`src/rtl/cd_qualifier.sv`:
```
module cd_qualifier #(
  parameter int LW = 16,
  parameter int CW = 16
) (
  input  logic          clk,
  input  logic          rst_n,
  input  logic          sample_en,
  input  logic [LW-1:0] level,
  input  logic [LW-1:0] on_thresh,
  input  logic [CW-1:0] assert_cnt,
  input  logic [CW-1:0] release_cnt,
  output logic          carrier_n
);

  logic          held;
  logic [CW-1:0] run;
  logic [LW-1:0] active_thr;
  logic          above;
  logic          differ;
  logic [CW-1:0] limit;
  logic [CW:0]   next_run;
  logic          done;

  assign active_thr = held ? (on_thresh >> 1) : on_thresh;
  assign above      = level > active_thr;
  assign differ     = above != held;
  assign limit      = held ? release_cnt : assert_cnt;
  assign next_run   = {1'b0, run} + 1'b1;
  assign done       = next_run >= {1'b0, limit};

  always_ff @(posedge clk or negedge rst_n) begin
    if (!rst_n) begin
      held <= 1'b0;
      run  <= '0;
    end else if (sample_en) begin
      if (!differ) begin
        run <= '0;
      end else if (done) begin
        held <= ~held;
        run  <= '0;
      end else begin
        run <= next_run[CW-1:0];
      end
    end
  end

  assign carrier_n = ~held;


  reset_high_chk: assert property (@(posedge clk) !rst_n |=> carrier_n);


  idle_stable_chk: assert property (@(posedge clk) disable iff (!rst_n)
    !sample_en |=> $stable(carrier_n));


  no_early_detect_chk: assert property (@(posedge clk) disable iff (!rst_n)
    (sample_en && carrier_n && !(level > on_thresh)) |=> carrier_n);


  no_early_release_chk: assert property (@(posedge clk) disable iff (!rst_n)
    (sample_en && !carrier_n && (level > (on_thresh >> 1))) |=> !carrier_n);

endmodule

```
`config.mk`:
```
export PLATFORM = sky130hd
export DESIGN_NAME = cd_qualifier
export DESIGN_NICKNAME = d
export VERILOG_FILES = /design/src/rtl/cd_qualifier.sv
export SDC_FILE = /design/constraint.sdc
export NUM_CORES = 1
export LEC_CHECK = 0
export BUFFER_PORTS_ARGS = -buffer_cell sky130_fd_sc_hd__buf_2
export CORE_MARGIN = 1
export CORE_UTILIZATION = 49
export CTS_BUF_LIST = sky130_fd_sc_hd__clkbuf_8
export CTS_CLUSTER_SIZE = 24
export DETAILED_ROUTE_END_ITERATION = 10
export GPL_TIMING_DRIVEN = 0
export PLACE_DENSITY_LB_ADDON = 0.25
export SETUP_SLACK_MARGIN = 0.5
export SKIP_LAST_GASP = 1
export SLEW_MARGIN = 20
export SYNTH_ARGS = -nofsm -noshare
export SYNTH_HDL_FRONTEND = slang
export SYNTH_SLANG_ARGS = --single-unit
```
`constraint.sdc`:
```
create_clock -name clk -period 3.2 [get_ports clk]
set_input_delay 0.32 -clock clk [delete_from_list [all_inputs] [get_ports clk]]
set_output_delay 0.32 -clock clk [all_outputs]
set_load 0.01 [all_outputs]
```
==> flow_metrics.py <==
metrics = {
    "yosys": {
        "muxShareOfSynthArea_pct": 15.0,
        "yosys_most_used_dff": "dfrtp_1",
        "synth_area_leaders": "dfrtp_1 (19%), ha_1 (19%), mux2i_1 (13%)",
        "syn-num-nets": 340,
        "ys_types": 53,
        "ys_seq_elements": 17,
        "syn_area_per_cell_um2": 9.27,
        "synth.largest_area_cell": "dfrtp_1",
        "synth_adder_area_share_pct": 18.5,
        "yosysSeqAreaShare_pct": 19.1,
        "synth_area_um2": 2230,
        "synth_xor_area_share_pct": 5.51,
        "synthArstFlopShare_pct": 100,
        "synth_simple_gate_area_share_pct": 16.8,
        "synth_top_area_share_pct": 19.1,
        "synth-edff-count": 0,
        "synth_top_family_by_area": "compound AO/OA/AOI/OAI gates",
        "syn_inst": 240,
        "synth_compound_area_share_pct": 21.3,
        "ys_warn_count": 0,
    },
    "clock_network": {
        "cts_buffers": 3,
        "clkLatencyLatePin_ns": 0.26,
        "clk_pin_slew_ns": 0.06,
        "htree_levels": 1,
        "clkSinkCount": 17,
        "cts_tree": "done",
        "clockBufferDepth": 2,
        "cts-root-buf": "clkbuf_8",
    },
    "timing": {
        "fin_crit_ns": 2.83,
        "tightestPinTransition_ns": 0.647,
        "fin_skew_ns": 0.00684,
        "timing.setup.tns_ns": 0,
        "max_clock_freq_mhz": 354,
        "hold_viol": 0,
        "fin_crit_sh_pct": 88.3,
        "slew_headroom_pct": 56.8,
        "drv_slew": 0,
        "rsz0062_at_grt": "true",
        "report.final.setup_viol": 0,
    },
    "place": {
        "io_buffers": 67,
        "gp_congestion": 0.836,
        "dp_hpwl_mm": 4.12,
        "post_dp_cell_area_um2": 2660,
        "dp_cells": 359,
    },
    "die": {
        "coreArea_um2": 4350,
        "die_h_um": 69.4,
        "die_w_um": 69.4,
        "initial_core_util_pct": 51.1,
        "ios": 68,
        "rows": 24,
        "dieArea_um2": 4820,
    },
    "detailed_routing": {
        "firstDrtPassIters": 4,
        "wirelength_mm": 5.70,
        "drtIter0Drc": 73,
        "viasPerCell": 5.55,
        "antenna_left": 0,
        "vias": 2142,
        "post_drt_wl_per_cell_um": 14.8,
        "drc": 0,
    },
    "setup_path": {
        "path_cells": "buf_6, clkbuf_16, mux2i_1, ha_1, nand4_4, or4_4, a32o_2, o211ai_4, buf_6, buf_8, o211ai_2",
        "worstRegToRegCells": 11,
        "cp.required_ns": 3.32,
        "worstSetupEndpointType": "flip-flop",
        "cp.arrival_ns": 2.95,
        "cpPeakStageDelay_ns": 0.54,
        "path_class": "reg2reg",
        "cp_slowest_cell": "or4_4",
        "start_kind": "flip-flop",
        "crit_top_cell": "buf_6",
        "path_max_fanout": 7,
    },
    "global_routing": {
        "grt_pass1_vias": 1941,
        "gr-usage-all-layers_pct": 22.6,
        "antenna_found_initial": 0,
        "grt_pass1_wl_mm": 8.90,
        "overflow": 0,
        "grt_max_degree": 18,
    },
    "worst_hold_path": {
        "worstHoldPathCells": 3,
        "hold_path.class": "in2reg",
    },
    "final_layout": {
        "final_nets": 435,
        "drive_above_1_share_pct": 46.1,
        "n_antenna_cell": 0,
        "final_cell_area_um2": 3120,
        "areaGrowthSynthToFinish_pct": 40.1,
        "final_cells": 386,
    },
    "power_and_ir_drop": {
        "powerDensity_nw_per_um2": 546,
        "vdd_drop_max_uv": 301,
        "power_leakage_nw": 1.52,
    },
    "run": {
        "drv_cap": 0,
    },
    "outcome": {
        "outcome": "finished clean",
    },
}
==> critical path: cells and delay by family (launching register included) <==
family	cells	cell delay [ns]
compound gates	3	0.62
fa+ha+maj	1	0.34
buf+inv	4	0.55
flops	1	0.37
mux	1	0.11
simple gates	2	0.70
==> sequential cells by signal, indices dropped and copies added (netlist names) <==
name and cells:
held 1, run 16
==> layout by cell type, fill, tap and decap left out, drive strengths merged, types with 2 or more instances in the layout <==
cell,n
a21o,2
a21oi,12
a31o,4
a31oi,2
and3,3
buf,93
clkbuf,12
dfrtp,17
ha,33
inv,6
mux2,3
mux2i,30
nand2,28
nand2b,2
nand3,8
nand4,5
nor2,11
nor2b,3
nor3,5
o2111ai,3
o211a,2
o211ai,4
o21ai,6
o2bb2ai,7
xnor2,7
xor2,7
==> cells by family after synthesis <==
group                      after synthesis
and+or+nand+nor                         72
AOI/OAI and AO/OA                       53
muxes                                   33
adders and majority gates               33
buffers and inverters                   18
DFF                                     17
xor gates and xnor gates                14
==> metrics by stage <==
step	utilization [%]	total power, mW	setup WS, ns	hold slack, ns
floorplan	-	0.978	0.500	0.0244
global placement	61.1	1.17	0.183	0.262
detailed placement	61.1	1.18	0.187	0.265
CTS	67.9	1.57	0.368	0.441
global route	71.6	1.83	0.277	0.445
finish	71.6	1.70	0.373	0.448
==> cells in the mapped netlist, types with 4 or more instances <==
master / number
ha_1: 33
o21ai_0: 5
mux2i_1: 30
nand4_1: 4
xor2_1: 7
clkbuf_1: 11
nor2_1: 11
xnor2_1: 7
nor3_1: 4
nand2_1: 28
dfrtp_1: 17
a21oi_1: 11
inv_1: 5
o2bb2ai_2: 7
nand3_1: 8
==> path summary, 6_finish.rpt <==
kind | slack (ns) | start | to
hold / removal | 0.45 | sample_en | run[13]
setup / recovery | 0.37 | held | run[11]
min in group asynchronous | 0.51 | rst_n | run[8]
max in group asynchronous | 2.39 | rst_n | run[0]
hold reg to reg | 0.56 | run[6] | run[6]
setup reg to reg | 0.37 | held | run[11]
==> final cells by class <==
class / instances / area, µm²
sequential: 17 / 428
fill: 304 / 1230
tap: 52 / 65.1
timing repair buffer: 90 / 542
clock inverter: 1 / 3.75
multi-input combinational: 205 / 1890
buffer: 13 / 129
inverter: 5 / 18.8
clock buffer: 3 / 41.3
==> per-layer routing <==
layer	wire, µm	up-vias	track usage [%]
met4	25	0	2.72
met1	2590	990	30.4
li1	-	1094	-
met2	2850	54	39.1
met3	237	4	3.78
met5	0	-	0
==> report_power, final <==
part           switching [mW]  internal [mW]
sequential             0.0219          0.246
clock                  0.0741         0.0853
combinational           0.611          0.666
total                   0.707          0.997
==> timing repair <==
action                                  4_1_cts  5_1_grt
buffers inserted                             15        6
endpoints found under the setup margin       17       17
hold buffers                                  1        0
pin swaps                                    20       23
endpoints found under the hold margin        17        0
gates cloned                                  1        0
gates resized for setup                      18       30
(Power assumes the default switching activity.)
